<file path="config.mk">
export PLATFORM = sky130hd
export DESIGN_NAME = thermal_level_governor
export DESIGN_NICKNAME = d
export VERILOG_FILES = /design/src/rtl/gov_pkg.sv /design/src/rtl/gov_bracket_cfg.sv /design/src/rtl/gov_safe_scan.sv /design/src/rtl/gov_decide.sv /design/src/rtl/thermal_level_governor.sv
export SDC_FILE = /design/constraint.sdc
export NUM_CORES = 1
export LEC_CHECK = 0
export ABC_AREA = 1
export BUFFER_PORTS_ARGS = -buffer_cell sky130_fd_sc_hd__clkbuf_2
export CAP_MARGIN = 5
export CORE_AREA = 8 8 88 90
export CTS_CLUSTER_SIZE = 20
export DETAILED_ROUTE_END_ITERATION = 8
export DIE_AREA = 0 0 96 98
export GPL_TIMING_DRIVEN = 0
export HOLD_SLACK_MARGIN = 0.08
export PLACE_DENSITY = 0.83
export SYNTH_ARGS = -nofsm -noshare
export SYNTH_HDL_FRONTEND = slang
export SYNTH_SLANG_ARGS = --single-unit
</file>
<file path="constraint.sdc">
create_clock -name clk -period 5.3 [get_ports clk]
set_input_delay 0.265 -clock clk [delete_from_list [all_inputs] [get_ports clk]]
set_output_delay 0.265 -clock clk [all_outputs]
set_load 0.05 [all_outputs]
</file>
<file path="src/rtl/gov_pkg.sv">
// Shared types for the level governor.
// Assumes: nothing beyond the standard library.
package gov_pkg;
    // Which rule produced the per-tick decision
    typedef enum logic [1:0] {
        DEC_HOLD  = 2'd0,
        DEC_EMERG = 2'd1,
        DEC_DOWN  = 2'd2,
        DEC_UP    = 2'd3
    } gov_dec_e;
endpackage

</file>
<file path="src/rtl/gov_bracket_cfg.sv">
// Holds the configured bracketing level pair and the cooling setting.
// Assumes NUM_LEVELS >= 2; the faster level is clamped so the slower one exists.
module gov_bracket_cfg #(
    parameter int NUM_LEVELS = 4,
    parameter int LVL_W      = 2,
    parameter int COOL_W     = 8,
    parameter int DEF_FAST   = 1,
    parameter int DEF_COOL   = 8'h40
) (
    input  logic              clk,
    input  logic              rst_n,
    input  logic              cfg_load,
    input  logic [LVL_W-1:0]  cfg_fast_lvl,
    input  logic [COOL_W-1:0] cfg_cool,
    output logic [LVL_W-1:0]  fast_new,
    output logic [LVL_W-1:0]  fast_lvl,
    output logic [LVL_W-1:0]  slow_lvl,
    output logic [COOL_W-1:0] cool_q
);
    localparam logic [LVL_W-1:0] MAX_FAST = LVL_W'(NUM_LEVELS - 2);

    // Clamp the requested faster level so its slower neighbour is valid
    always_comb begin
        fast_new = (cfg_fast_lvl > MAX_FAST) ? MAX_FAST : cfg_fast_lvl;
    end

    // Latch bracket and cooling setting on configuration
    always_ff @(posedge clk) begin
        if (!rst_n) begin
            fast_lvl <= LVL_W'(DEF_FAST);
            cool_q   <= COOL_W'(DEF_COOL);
        end else if (cfg_load) begin
            fast_lvl <= fast_new;
            cool_q   <= cfg_cool;
        end
    end

    // Slower bracketing level is always the next index
    always_comb begin
        slow_lvl = fast_lvl + LVL_W'(1);
    end
endmodule

</file>
<file path="src/rtl/gov_safe_scan.sv">
// Finds the fastest level whose predicted peak is at or below the limit.
// Assumes predictions are packed with level i at bits [i*TEMP_W +: TEMP_W].
module gov_safe_scan #(
    parameter int NUM_LEVELS = 4,
    parameter int TEMP_W     = 10,
    parameter int LVL_W      = 2
) (
    input  logic [NUM_LEVELS*TEMP_W-1:0] pred_bus,
    input  logic [TEMP_W-1:0]            limit,
    output logic [LVL_W-1:0]             safe_lvl,
    output logic                         none_safe
);
    logic [NUM_LEVELS-1:0] ok;

    // One comparator per level
    genvar g;
    generate
        for (g = 0; g < NUM_LEVELS; g++) begin : g_cmp
            assign ok[g] = (pred_bus[g*TEMP_W +: TEMP_W] <= limit);
        end
    endgenerate

    // Lowest safe index wins; slowest level if none is safe
    always_comb begin
        safe_lvl  = LVL_W'(NUM_LEVELS - 1);
        none_safe = ~|ok;
        for (int i = NUM_LEVELS - 1; i >= 0; i--) begin
            if (ok[i]) safe_lvl = LVL_W'(i);
        end
    end
endmodule

</file>
<file path="src/rtl/gov_decide.sv">
// Per-tick decision: emergency first, then step-down, then step-up, else hold.
// Assumes slow_lvl < NUM_LEVELS and cur_lvl < NUM_LEVELS.
module gov_decide
    import gov_pkg::*;
#(
    parameter int NUM_LEVELS = 4,
    parameter int TEMP_W     = 10,
    parameter int LVL_W      = 2
) (
    input  logic [NUM_LEVELS*TEMP_W-1:0] pred_bus,
    input  logic [LVL_W-1:0]             cur_lvl,
    input  logic [LVL_W-1:0]             fast_lvl,
    input  logic [LVL_W-1:0]             slow_lvl,
    input  logic [TEMP_W-1:0]            setpoint,
    input  logic [TEMP_W-1:0]            limit,
    input  logic                         track_en,
    input  logic [LVL_W-1:0]             safe_lvl,
    input  logic                         none_safe,
    output logic [LVL_W-1:0]             next_lvl,
    output gov_dec_e                     dec,
    output logic                         raise_alarm
);
    logic [TEMP_W-1:0] p_cur;
    logic [TEMP_W-1:0] p_slow;

    // Pick predictions for the current and slower bracketing levels
    always_comb begin
        p_cur  = pred_bus[int'(cur_lvl)  * TEMP_W +: TEMP_W];
        p_slow = pred_bus[int'(slow_lvl) * TEMP_W +: TEMP_W];
    end

    // Priority decision
    always_comb begin
        next_lvl    = cur_lvl;
        dec         = DEC_HOLD;
        raise_alarm = 1'b0;
        if (p_cur > limit) begin
            dec         = DEC_EMERG;
            next_lvl    = safe_lvl;
            raise_alarm = none_safe;
        end else if (track_en && (p_cur > setpoint) && (p_slow < setpoint)) begin
            dec      = DEC_DOWN;
            next_lvl = slow_lvl;
        end else if (track_en && (p_cur < setpoint) && (p_slow < setpoint)) begin
            dec      = DEC_UP;
            next_lvl = fast_lvl;
        end
    end
endmodule

</file>
<file path="src/rtl/thermal_level_governor.sv">
// Top of the governor: holds the level, tracking-enable, strobe and alarm.
// Assumes period_tick is a single-cycle pulse from an external period timer
// and that predictions are valid in the tick cycle.
module thermal_level_governor
    import gov_pkg::*;
#(
    parameter int NUM_LEVELS = 4,
    parameter int TEMP_W     = 10,
    parameter int COOL_W     = 8,
    parameter int DEF_FAST   = 1,
    parameter int DEF_COOL   = 8'h40,
    localparam int LVL_W     = (NUM_LEVELS > 1) ? $clog2(NUM_LEVELS) : 1
) (
    input  logic                         clk,
    input  logic                         rst_n,
    input  logic                         cfg_load,
    input  logic [LVL_W-1:0]             cfg_fast_lvl,
    input  logic [COOL_W-1:0]            cfg_cool,
    input  logic [TEMP_W-1:0]            setpoint,
    input  logic [TEMP_W-1:0]            limit,
    input  logic                         period_tick,
    input  logic [TEMP_W-1:0]            die_temp,
    input  logic [NUM_LEVELS*TEMP_W-1:0] pred_bus,
    output logic [LVL_W-1:0]             lvl_out,
    output logic [COOL_W-1:0]            cool_out,
    output logic                         lvl_chg,
    output logic                         alarm
);
    logic [LVL_W-1:0] fast_new, fast_lvl, slow_lvl;
    logic [LVL_W-1:0] safe_lvl, next_lvl;
    logic             none_safe, raise_alarm;
    logic             armed_q, track_en;
    logic [LVL_W-1:0] lvl_q;
    logic             chg_q, alarm_q;
    gov_dec_e         dec;

    gov_bracket_cfg #(
        .NUM_LEVELS(NUM_LEVELS), .LVL_W(LVL_W), .COOL_W(COOL_W),
        .DEF_FAST(DEF_FAST), .DEF_COOL(DEF_COOL)
    ) u_cfg (
        .clk(clk), .rst_n(rst_n), .cfg_load(cfg_load),
        .cfg_fast_lvl(cfg_fast_lvl), .cfg_cool(cfg_cool),
        .fast_new(fast_new), .fast_lvl(fast_lvl), .slow_lvl(slow_lvl),
        .cool_q(cool_out)
    );

    gov_safe_scan #(
        .NUM_LEVELS(NUM_LEVELS), .TEMP_W(TEMP_W), .LVL_W(LVL_W)
    ) u_scan (
        .pred_bus(pred_bus), .limit(limit),
        .safe_lvl(safe_lvl), .none_safe(none_safe)
    );

    // Tracking starts on the first tick that sees the die above setpoint
    always_comb begin
        track_en = armed_q | (die_temp > setpoint);
    end

    gov_decide #(
        .NUM_LEVELS(NUM_LEVELS), .TEMP_W(TEMP_W), .LVL_W(LVL_W)
    ) u_dec (
        .pred_bus(pred_bus), .cur_lvl(lvl_q), .fast_lvl(fast_lvl),
        .slow_lvl(slow_lvl), .setpoint(setpoint), .limit(limit),
        .track_en(track_en), .safe_lvl(safe_lvl), .none_safe(none_safe),
        .next_lvl(next_lvl), .dec(dec), .raise_alarm(raise_alarm)
    );

    // Level, tracking state, strobe and sticky alarm
    always_ff @(posedge clk) begin
        if (!rst_n) begin
            lvl_q   <= LVL_W'(DEF_FAST);
            armed_q <= 1'b0;
            chg_q   <= 1'b0;
            alarm_q <= 1'b0;
        end else begin
            chg_q <= 1'b0;
            if (cfg_load) begin
                lvl_q   <= fast_new;
                armed_q <= 1'b0;
            end else if (period_tick) begin
                lvl_q   <= next_lvl;
                chg_q   <= (next_lvl != lvl_q);
                armed_q <= track_en;
                if (raise_alarm) alarm_q <= 1'b1;
            end
        end
    end

    assign lvl_out = lvl_q;
    assign lvl_chg = chg_q;
    assign alarm   = alarm_q;
endmodule

</file>
==> results of run 1 <==
[power breakdown]
part           switching (mW)  internal (mW)  total, mW
logic                   0.267          0.155      0.422
clock network          0.0387         0.0533     0.0919
registers             0.00815          0.121      0.129
total                   0.313          0.329      0.643
[synth_stat cells]
| cell type | n | area share [%] |
|---|---|---|
| dfxtp_1 | 15 | 9.7 |
| o21a_1 | 1 | 0.24 |
| o22ai_1 | 9 | 1.8 |
| clkinv_4 | 1 | 0.28 |
| a21o_1 | 3 | 0.73 |
| clkinv_1 | 1 | 0.12 |
| nor3_1 | 2 | 0.32 |
| and2_1 | 1 | 0.20 |
| o211ai_1 | 3 | 0.73 |
| nand2_2 | 4 | 0.81 |
| clkbuf_1 | 8 | 0.97 |
| a22oi_1 | 9 | 2.2 |
| nor4_1 | 2 | 0.40 |
| buf_6 | 1 | 0.36 |
| o21bai_1 | 1 | 0.24 |
| nand3_1 | 22 | 3.5 |
| o21ai_1 | 6 | 0.97 |
| o31ai_1 | 9 | 2.2 |
| a21oi_4 | 1 | 0.52 |
| nand2_1 | 82 | 9.9 |
| a32oi_1 | 1 | 0.28 |
| a21oi_2 | 1 | 0.28 |
| buf_1 | 1 | 0.12 |
| a31oi_1 | 1 | 0.20 |
| nor2_1 | 77 | 9.3 |
| buf_4 | 1 | 0.24 |
| a211oi_1 | 2 | 0.48 |
| o2111a_1 | 1 | 0.36 |
| o21ai_0 | 38 | 6.1 |
| ha_1 | 79 | 32 |
| a21oi_1 | 31 | 5.0 |
| o311ai_1 | 1 | 0.28 |
| or2_2 | 1 | 0.20 |
| nor2_2 | 1 | 0.20 |
| inv_1 | 56 | 6.8 |
| nor2_4 | 3 | 1.1 |
| nand4_1 | 5 | 1.0 |
[worst min-delay path, cell delays in order]
cell and delay [ps]:
clkbuf_2 70, nor2_1 30, nor2_1 80
[cell type report]
type                    count  share of cell area (%)
inverters                  58                    5.98
flip-flops and latches     15                    8.06
multi-input cells         397                    67.9
well taps                  80                    2.69
repair buffers             95                    12.8
plain buffers              11                    1.41
clock buffers               4                    1.21
[registers in the layout, indices dropped and copies added, names as in the netlist]
signal / count
alarm: 1
armed_q: 1
lvl_chg: 1
lvl_out: 2
u_cfg.cool_q: 8
u_cfg.fast_lvl: 2
[per-layer routing]
| layer | up-vias | wire length [um] |
|---|---|---|
| met5 | - | 0 |
| met4 | 0 | 352 |
| met3 | 38 | 915 |
| met2 | 172 | 4860 |
| met1 | 1656 | 4080 |
| li1 | 1856 | - |
[cell families after synthesis]
family,count (synthesis),share of synthesized area [%]
DFF,15,9.67
and+or+nand+nor,200,27.0
buffers and inverters,69,8.87
AOI/OAI and AO/OA,118,22.6
adders and majority gates,79,31.8
[how the worst max path moves through the flow]
stage	startpoint	end	slack, ps	cells after the start
5_1_grt	u_cfg.fast_lvl[0]$_SDFFE_PN1P_	lvl_chg$_SDFF_PP0_	1720	20
6_report	u_cfg.fast_lvl[0]$_SDFFE_PN1P_	lvl_chg$_SDFF_PP0_	2020	20
3_5_place_dp	u_cfg.fast_lvl[0]$_SDFFE_PN1P_	lvl_chg$_SDFF_PP0_	2090	20
2_1_floorplan	lvl_out[0]$_SDFFE_PN1P_	lvl_chg$_SDFF_PP0_	2560	19
3_3_place_gp	u_cfg.fast_lvl[0]$_SDFFE_PN1P_	lvl_chg$_SDFF_PP0_	2200	20
4_1_cts	u_cfg.fast_lvl[0]$_SDFFE_PN1P_	lvl_chg$_SDFF_PP0_	2080	20
[stage by stage]
| stage | cell area, sq um | instances | hold slack, ps |
|---|---|---|---|
| floorplan | 3100 | 481 | 392 |
| global placement | 3680 | 656 | 434 |
| detailed placement | 3680 | 656 | 435 |
| CTS | 3720 | 660 | 237 |
| global route | 3720 | 660 | 245 |
| finish | 3720 | 660 | 240 |
==> summary.md, run 1 <==
| Metric | Value |
|---|---|
| PortBufs | 95 |
| Routed WL | 10200 um |
| Multi-input gate area | 2530 sq um |
| Die width | 96 um |
| CTS tree | done |
| Hold Path End | u_cfg.cool_q[3]$_SDFFE_PN0P_ |
| Hold Path Stages | 3 |
| FF-to-FF End | lvl_chg$_SDFF_PP0_ |
| Core Util, Final | 57.4% |
| Setup TNS | 0 ps |
| Most common cell after layout, fill and taps aside | clkbuf_2 |
| First-pass GRT wire length | 16600 um |
| Tcrit/Tclk final | 61.8% |
| Reg area | 300 sq um |
| CP top delay family | simple AND/OR/NAND/NOR gates |
| Initial antenna violation count | 0 |
| Netlist cell types | 37 |
| Post-synthesis cell count | 481 |
| # IOs | 96 |
| Worst r2r src | u_cfg.fast_lvl[0]$_SDFFE_PN1P_ |
| Detail Route Antenna Nets | 0 |
| Reg clk slew, reported paths | 60 ps |
| Max frequency | 305 MHz |
| Crit-path max FO | 10 |
| Post-CTS setup buffers | 0 |
| GR met3 Demand/Resource | 3.15% |
| Max-capacitance violation count | 0 |
| First-iteration detailed-routing DRC count | 263 |
| Run status | complete, no violations |
| Critical Path AT | 3420 ps |
| Area growth, synth to finish | 20.0% |
| Layout cells sized above 1 | 19.3% |
| Drt drc | 0 |
| Slew Viols, Final | 0 |
| Most frequent CP cell | nand2_1 |
| Vias in the first global route | 3734 |
| Reg2reg setup slack | 2020 ps |
| Post-CTS sizing | 0 |
| Seq/Total Area, Yosys | 9.67% |
| Overflow after GRT | 0 |
| CTS root buffer | clkbuf_8 |
| Worst slew pin tran | 506 ps |
| Cell Chain, Critical Path | buf_6, clkbuf_1, clkinv_1, nor2_1, o31ai_1, ha_1, nand2_1, inv_1, o21ai_1, nand2_1, nand2_1, nand3_1, a21oi_1, nand3_1, nand3_1, nand2_1, nand2_1, nand2_1, nand2_1, a21oi_2 |
| Leakage | 2.08 nW |
| Die height | 98 um |
| Final Hold Fails | 0 |
| Tot Pwr | 0.643 mW |
| Dpl ws | 2090 ps |
| Yosys warns | 0 |
| Hold path startpoint | cfg_cool[3] |
| Post-Syn Area | 3100 sq um |
| Largest net degree at the start of global routing | 11 |
| CTS buffer count | 3 |
| Mapped Nets | 644 |
| Hold buffers post-CTS | 0 |
| H-tree depth reported by CTS | 1 |
| DR vias | 3722 |
| Minimum clock period | 3280 ps |
| Unrepaired setup endpoints after global routing | no |
| Worst setup SP type | register |
| Fin nets | 744 |
| Global routing met1 resource utilization | 25.4% |
| GPL Wtd Cong | 0.977 |
| Max incr delay on CP | 420 ps |
| DP Wirelength | 8870 um |
| Clock sink count | 15 |
| Met2 GRT Util | 37.7% |
| Mean Syn Cell Area | 6.45 sq um |
| Worst-skew pair later-pin latency | 250 ps |
| Ant. Diodes | 0 |
| Kind of critical path | reg -> reg |
| Yosys reg bits | 15 |
| Layout fillers | 670 |
| CTS max path bufs | 2 |
| Worst setup EP type | register |
| Hold Path Class | in -> reg |
| Rel. slew slack | 66.3% |
| Worst vdd ir | 174 uV |
| Final worst slack | 2020 ps |
| # setup viols final | 0 |
| Drt pass-1 iters | 5 |
| Worst-case reg-to-reg path depth | 20 |
| Initial Util | 47.8% |
| Core area | 6490 sq um |
| Buf+Inv Stages, Crit Path | 4 |
| Via density | 5.64 |
| Worst Path Required | 5440 ps |
| Most frequent cells in the layout | clkbuf_2 (95), nand2_1 (82), ha_1 (79) |
| Row count | 30 |
| Overall routing resource usage | 21.8% |
| Clock Skew | 0.554 ps |
| Most used routing layer | met2 |
| Crit-path slowest cell | clkinv_1 |
| Die area | 9410 sq um |
| Pwr/cell area | 173 nW/um^2 |
| Wirelength per Cell | 15.5 um |
(Power assumes the default switching activity.)
==> inputs of run 2 (changes only) <==
--- a/config.mk
+++ b/config.mk
@@ -5,13 +5,13 @@
 export SDC_FILE = /design/constraint.sdc
 export NUM_CORES = 1
 export LEC_CHECK = 0
-export ABC_AREA = 1
+export ABC_AREA = 0
 export BUFFER_PORTS_ARGS = -buffer_cell sky130_fd_sc_hd__clkbuf_2
 export CAP_MARGIN = 5
-export CORE_AREA = 8 8 88 90
+export CORE_AREA = 8 8 87 89
 export CTS_CLUSTER_SIZE = 20
 export DETAILED_ROUTE_END_ITERATION = 8
-export DIE_AREA = 0 0 96 98
+export DIE_AREA = 0 0 95 97
 export GPL_TIMING_DRIVEN = 0
 export HOLD_SLACK_MARGIN = 0.08
 export PLACE_DENSITY = 0.83
==> constraint.sdc (replaced) <==
create_clock -name clk -period 3.35 [get_ports clk]
set_input_delay 0.1675 -clock clk [delete_from_list [all_inputs] [get_ports clk]]
set_output_delay 0.1675 -clock clk [all_outputs]
set_load 0.05 [all_outputs]
==> summary.md, run 2 <==
| Metric | Value |
|---|---|
| # setup viols final | 0 (unchanged) |
| Largest net degree at the start of global routing | 11 (unchanged) |
| Hold path startpoint | cfg_cool[6] |
| Pwr/cell area | 261 nW/um^2 (+51%) |
| Row count | 29 (-3.3%) |
| Final non-filler cell total | 512 (-22%) |
| Buf+Inv Stages, Crit Path | 1 (-3) |
| Hold Path End | u_cfg.cool_q[6]$_SDFFE_PN1P_ |
| Most common cell after layout, fill and taps aside | clkbuf_2 |
| Mean Syn Cell Area | 8.97 sq um (+39%) |
| Layout fillers | 551 (-18%) |
| Drt drc | 0 (unchanged) |
| Worst-case reg-to-reg path depth | 11 (-45%) |
| Worst slew pin tran | 611 ps (+105 ps) |
| Overall routing resource usage | 19.6% (-2.1 points) |
| Netlist cell types | 50 (+35%) |
| Tcrit/Tclk final | 95.3% (+33 points) |
| CTS tree | done |
| CP top delay family | compound AO/OA/AOI/OAI gates |
| Core area | 6200 sq um (-4.5%) |
| Mapped Nets | 497 (-23%) |
| Clock Skew | 3.05 ps (+2.50 ps) |
| Worst setup SP type | register |
| Worst r2r src | u_cfg.fast_lvl[1]$_SDFFE_PN0P_ |
| PortBufs | 94 (-1.1%) |
| CTS root buffer | clkbuf_8 |
| Die height | 97 um (-1.0%) |
| Wirelength per Cell | 17.9 um (+16%) |
| Hold Path Class | in -> reg |
| Post-Syn Area | 3000 sq um (-3.5%) |
| GPL Wtd Cong | 0.982 (+0.51%) |
| CTS max path bufs | 2 (unchanged) |
| DP Wirelength | 8040 um (-9.4%) |
| Max-capacitance violation count | 0 (unchanged) |
| Worst-skew pair later-pin latency | 240 ps (about the same) |
| Most frequent cells in the layout | clkbuf_2 (94), ha_1 (79), inv_1 (38) |
| Dpl ws | -193 ps (-2290 ps) |
| Most frequent CP cell | a21o_1 |
| Layout cells sized above 1 | 30.8% (+11 points) |
| Area fraction of the dominant cell type after synthesis | 33.0% (+1.2 points) |
| Critical Path AT | 3380 ps (-40 ps) |
| Top post-synthesis cells by count | ha_1 (79), inv_1 (38), a21oi_1 (23), mux4_2 (20), nand2_1 (19) |
| Cell Chain, Critical Path | buf_1, mux4_2, ha_1, a21o_1, a21o_1, a21oi_1, o21a_2, o211a_1, a32o_1, mux2_2, a21oi_2 |
| Minimum clock period | 3190 ps (-84.7 ps) |
| Core Util, Final | 59.0% (+1.7 points) |
| Die width | 95 um (-1.0%) |
| Ant. Diodes | 0 (unchanged) |
| Routed WL | 9170 um (-10%) |
| Detail Route Antenna Nets | 0 (unchanged) |
| Slew Viols, Final | 0 (unchanged) |
| Drt pass-1 iters | 5 (unchanged) |
| Area growth, synth to finish | 22.3% |
| Overflow after GRT | 0 (unchanged) |
| Fin nets | 599 (-19%) |
| Reg2reg setup slack | 160 ps (-1870 ps) |
| Leakage | 1.88 nW (-9.5%) |
| Vias in the first global route | 3274 (-12%) |
| Reg clk slew, reported paths | 60 ps (about the same) |
| Cell with the most instances after synthesis | ha_1 |
| Unrepaired setup endpoints after global routing | no |
| Max frequency | 313 MHz (+2.7%) |
| Final worst slack | 157 ps (-1870 ps) |
| Final Hold Fails | 0 (unchanged) |
| H-tree depth reported by CTS | 1 (unchanged) |
| Hold buffers post-CTS | 0 (unchanged) |
| Clock sink count | 15 (unchanged) |
| Worst setup EP type | register |
| Via density | 6.00 (+6.4%) |
| Post-synth top flop | dfxtp_1 |
| Minimum hold slack | 144 ps (-95.4 ps) |
| Inst Count DP | 505 (-23%) |
| Max incr delay on CP | 510 ps (+90 ps) |
| FF-to-FF End | lvl_chg$_SDFF_PP0_ |
| Hold Path Stages | 3 (unchanged) |
| Kind of critical path | reg -> reg |
| Tot Pwr | 0.956 mW (+49%) |
| Post-synth ARST share | 0% (unchanged) |
| First-iteration detailed-routing DRC count | 275 (+4.6%) |
| Crit-path max FO | 10 (unchanged) |
| # IOs | 96 (unchanged) |
| Crit-path slowest cell | buf_1 |
| Synth area leader | ha_1 |
| Rel. slew slack | 59.3% (-7.0 points) |
| Run status | complete, no violations |
| First-pass GRT wire length | 14900 um (-10%) |
| Worst vdd ir | 186 uV (+6.9%) |
| Number of synthesized flops with an enable pin | 0 (unchanged) |
| DR vias | 3073 (-17%) |
| Die area | 9220 sq um (-2.1%) |
| Reg with most FFs | u_cfg.cool_q |
| Largest cells by area after synthesis | ha_1 (33%), mux4_2 (15%), dfxtp_1 (10%), inv_1 (4.8%), a21oi_1 (3.8%) |
| Seq/Total Area, Yosys | 10.0% (+0.35 points) |
| Max reg flops | 8 (unchanged) |
| Post-synthesis cell count | 334 (-31%) |
| CTS buffer count | 3 (unchanged) |
| Initial Util | 48.3% (+0.47 points) |
| Yosys warns | 0 (unchanged) |
| Worst Path Required | 3530 ps (-1910 ps) |
| Initial antenna violation count | 0 (unchanged) |
| Yosys reg bits | 15 (unchanged) |
[run 2: how the worst max path moves through the flow]
stage	end	depth (start not counted)	start
floorplan	lvl_chg$_SDFF_PP0_	10	lvl_out[0]$_SDFFE_PN1P_
global placement	lvl_chg$_SDFF_PP0_	11	u_cfg.fast_lvl[0]$_SDFFE_PN1P_
detailed placement	lvl_chg$_SDFF_PP0_	11	u_cfg.fast_lvl[0]$_SDFFE_PN1P_
CTS	lvl_chg$_SDFF_PP0_	11	u_cfg.fast_lvl[0]$_SDFFE_PN1P_
global route	lvl_chg$_SDFF_PP0_	10	lvl_out[1]$_SDFFE_PN0P_
finish	lvl_chg$_SDFF_PP0_	11	u_cfg.fast_lvl[1]$_SDFFE_PN0P_
[run 2: metrics by stage]
stage / cell area (sq um) / TNS (ps)
after global placement: 3560 / -176
after detailed placement: 3560 / -243
after CTS: 3630 / 0
after floorplan: 3000 / 0
after global routing: 3660 / 0
final: 3660 / 0
[run 2: cell families after synthesis]
logic type               Yosys count  synth area share, %
AND/OR/NAND/NOR                   85                 14.7
AO/OA/AOI/OAI                     79                 17.7
adder cells (fa/ha/maj)           79                 33.0
buffers and inverters             45                 5.76
multiplexers                      31                 18.8
flip-flops                        15                 10.0
[run 2: where the power goes]
group	switching [mW]	leakage [nW]	total [mW]	internal (mW)
Sequential	0.0113	0.124	0.202	0.191
Combinational	0.333	1.74	0.610	0.277
Clock	0.0593	0.0228	0.143	0.0841
Total	0.403	1.88	0.956	0.552
[run 2: layout make-up]
cell class / instances / area (sq um) / share of cell area [%]
Tap cell: 77 / 96.3 / 2.63
Clock buffer: 4 / 45.0 / 1.23
Sequential cell: 15 / 305 / 8.33
Timing Repair Buffer: 97 / 493 / 13.5
Buffer: 7 / 47.5 / 1.30
Multi-Input combinational cell: 274 / 2530 / 69.2
Inverter: 38 / 143 / 3.89
[run 2: tightest hold or removal path, cell delays in order]
cell      delay [ps]
clkbuf_2          80
mux2i_1           60
nand2_1           60
[run 2: repair_timing]
item,CTS,global route
setup endpoints to repair,2,2
pin swaps,0,0
endpoints found under the hold margin,0,0
gates resized for setup,5,8
setup buffers,0,3
[run 2: routing by layer]
metal	track usage [%]	share of wire, %	vias up
li1	-	-	1483
met1	23.4	41	1432
met2	34.5	50	140
met3	3.79	6.9	18
met4	4.81	1.9	0
met5	0	0	-
==> inputs of run 3 (changes only) <==
--- a/config.mk
+++ b/config.mk
@@ -8,13 +8,14 @@
 export ABC_AREA = 0
 export BUFFER_PORTS_ARGS = -buffer_cell sky130_fd_sc_hd__clkbuf_2
 export CAP_MARGIN = 5
-export CORE_AREA = 8 8 87 89
+export CORE_AREA = 8 8 88 90
 export CTS_CLUSTER_SIZE = 20
 export DETAILED_ROUTE_END_ITERATION = 8
-export DIE_AREA = 0 0 95 97
+export DIE_AREA = 0 0 96 98
 export GPL_TIMING_DRIVEN = 0
 export HOLD_SLACK_MARGIN = 0.08
 export PLACE_DENSITY = 0.83
 export SYNTH_ARGS = -nofsm -noshare
 export SYNTH_HDL_FRONTEND = slang
+export SYNTH_HIERARCHICAL = 1
 export SYNTH_SLANG_ARGS = --single-unit
==> summary.md, run 3 <==
| Metric | Value |
|---|---|
| Run status | complete, no violations |
| Die height | 98 um (+1.0%) |
| Hold buffers post-CTS | 0 (unchanged) |
| CTS buffer count | 3 (unchanged) |
| Worst setup SP type | register |
| Inst Count DP | 523 (+3.6%) |
| # IOs | 96 (unchanged) |
| Layout cells sized above 1 | 31.6% (+0.75 points) |
| Most frequent cells in the layout | clkbuf_2 (95), ha_1 (78), inv_1 (53) |
| Post-synthesis cell count | 348 (+4.2%) |
| CTS max path bufs | 2 (unchanged) |
| Area growth, synth to finish | 23.4% |
| Initial antenna violation count | 0 (unchanged) |
| Clock Skew | 0.754 ps (-2.30 ps) |
| Final Hold Fails | 0 (unchanged) |
| Tot Pwr | 0.979 mW (+2.4%) |
| Slew Viols, Final | 0 (unchanged) |
| Routed WL | 9180 um (about the same) |
| H-tree depth reported by CTS | 1 (unchanged) |
| GPL Wtd Cong | 0.876 (-11%) |
| Flop pwr share | 20.5% (-0.7 points) |
| Rel. slew slack | 65.1% (+5.8 points) |
| Crit-path max FO | 10 (unchanged) |
| Hold Path Class | in -> reg |
| Overflow after GRT | 0 (unchanged) |
| Via density | 5.84 (-2.6%) |
| Critical Path AT | 3320 ps (-60 ps) |
| CTS root buffer | clkbuf_8 |
| Max-capacitance violation count | 0 (unchanged) |
| Most common cell after layout, fill and taps aside | clkbuf_2 |
| Worst Path Required | 3500 ps (-30 ps) |
| Mapped Nets | 511 (+2.8%) |
| Mean Syn Cell Area | 8.93 sq um (-0.45%) |
| Post-route cell area | 3830 sq um (+4.7%) |
| Drt pass-1 iters | 4 (-1) |
| DP Wirelength | 8000 um (-0.51%) |
| Drt drc | 0 (unchanged) |
| Reg clk slew, reported paths | 60 ps (about the same) |
| Sw Ratio | 42.2% (about the same) |
| Core Util, Final | 59.1% (about the same) |
| Layout fillers | 573 (+4.0%) |
| Largest net degree at the start of global routing | 15 (+4) |
| DR vias | 3097 (+0.78%) |
| # setup viols final | 0 (unchanged) |
| First-pass GRT wire length | 14800 um (-0.64%) |
| Cell-internal power | 0.565 mW (+2.4%) |
| Max reg flops | 8 (unchanged) |
| PortBufs | 95 (+1.1%) |
| Kind of critical path | reg -> reg |
| CTS tree | done |
| Core area | 6490 sq um (+4.7%) |
| Leakage | 2.03 nW (+7.7%) |
| Max frequency | 315 MHz (+0.62%) |
| Vias in the first global route | 3230 (-1.3%) |
| Worst setup EP type | register |
| Die area | 9410 sq um (+2.1%) |
| Worst-skew pair later-pin latency | 250 ps (about the same) |
| Clock sink count | 15 (unchanged) |
| Worst slew pin tran | 516 ps (-94.3 ps) |
| Wirelength per Cell | 17.3 um (-3.3%) |
| Tcrit/Tclk final | 94.7% (-0.59 points) |
| Ant. Diodes | 0 (unchanged) |
| Clock share of power | 15.4% (+0.4 points) |
| Setup TNS | 0 ps (unchanged) |
| Post-Syn Area | 3110 sq um (+3.7%) |
| Yosys warns | 6 (+6) |
| Comb pwr share | 64.2% (+0.4 points) |
| Overall routing resource usage | 19.4% (-0.16 points) |
| Worst vdd ir | 132 uV (-29%) |
| Final non-filler cell total | 530 (+3.5%) |
| Pwr/cell area | 255 nW/um^2 (-2.2%) |
| Dpl ws | -321 ps (-128 ps) |
| Minimum hold slack | 131 ps (-13.1 ps) |
| Minimum clock period | 3170 ps (-19.7 ps) |
| Detail Route Antenna Nets | 0 (unchanged) |
| Fin nets | 614 (+2.5%) |
| Net switching power | 0.413 mW (+2.5%) |
| Initial Util | 47.8% (-0.43 points) |
| Reg with most FFs | u_cfg/cool_q |
| Final worst slack | 177 ps (+19.7 ps) |
| Row count | 30 (+3.4%) |
| First-iteration detailed-routing DRC count | 166 (-40%) |
| Die width | 96 um (+1.1%) |
| Placed cell areas | 3680 sq um (+3.3%) |
==> run 3: layout make-up <==
class	instances	area, sq um	share of cell area (%)
plain buffers	6	73.8	1.92
well taps	80	100	2.61
repair buffers	98	498	13.0
multi-input cells	273	2610	68.1
flip-flops and latches	15	304	7.93
inverters	54	203	5.29
clock buffers	4	45.0	1.17
==> run 3: power groups by stage <==
stage	logic (mW)	clock network, mW	registers (mW)
final	0.628	0.150	0.200
after detailed placement	0.590	0	0.203
after global routing	0.697	0.163	0.202
after CTS	0.598	0.150	0.199
after floorplan	0.380	0	0.233
after global placement	0.564	0	0.202
==> run 3: what timing repair did <==
item	4_1_cts	5_1_grt
endpoints found under the hold margin	0	0
gates resized for setup	7	15
pin swaps	0	2
buffers inserted	0	3
setup endpoints to repair	3	3
==> run 3: worst paths after layout <==
kind / start / endpoint / slack (ps) / cells past startpoint
max: u_cfg/fast_lvl[0]$_SDFFE_PN1P_ / lvl_out[1]$_SDFFE_PN0P_ / 180 / 13
min reg2reg: armed_q$_SDFFE_PP0P_ / armed_q$_SDFFE_PP0P_ / 460 / 2
min: cfg_cool[6] / u_cfg/cool_q[6]$_SDFFE_PN1P_ / 130 / 3
max reg2reg: u_cfg/fast_lvl[0]$_SDFFE_PN1P_ / lvl_out[1]$_SDFFE_PN0P_ / 180 / 13
==> run 3: worst max-delay path: stages, from the launching register on <==
cell and delay, ps:
dfxtp_1 360, inv_2 120, buf_12 150, mux4_2 540
ha_1 330, nand2_1 100, o2111ai_2 140, a21o_1 200
or3_4 400, o221ai_1 210, mux2i_2 140, mux2i_1 170
nand2_1 70, o211a_1 120
==> run 3: layer usage <==
metal | global-route usage (%) | wire length (um) | vias up
li1 | - | - | 1515
met1 | 23.0 | 3580 | 1443
met2 | 34.1 | 4680 | 111
met3 | 2.69 | 616 | 28
met4 | 6.98 | 301 | 0
met5 | 0 | 0 | -
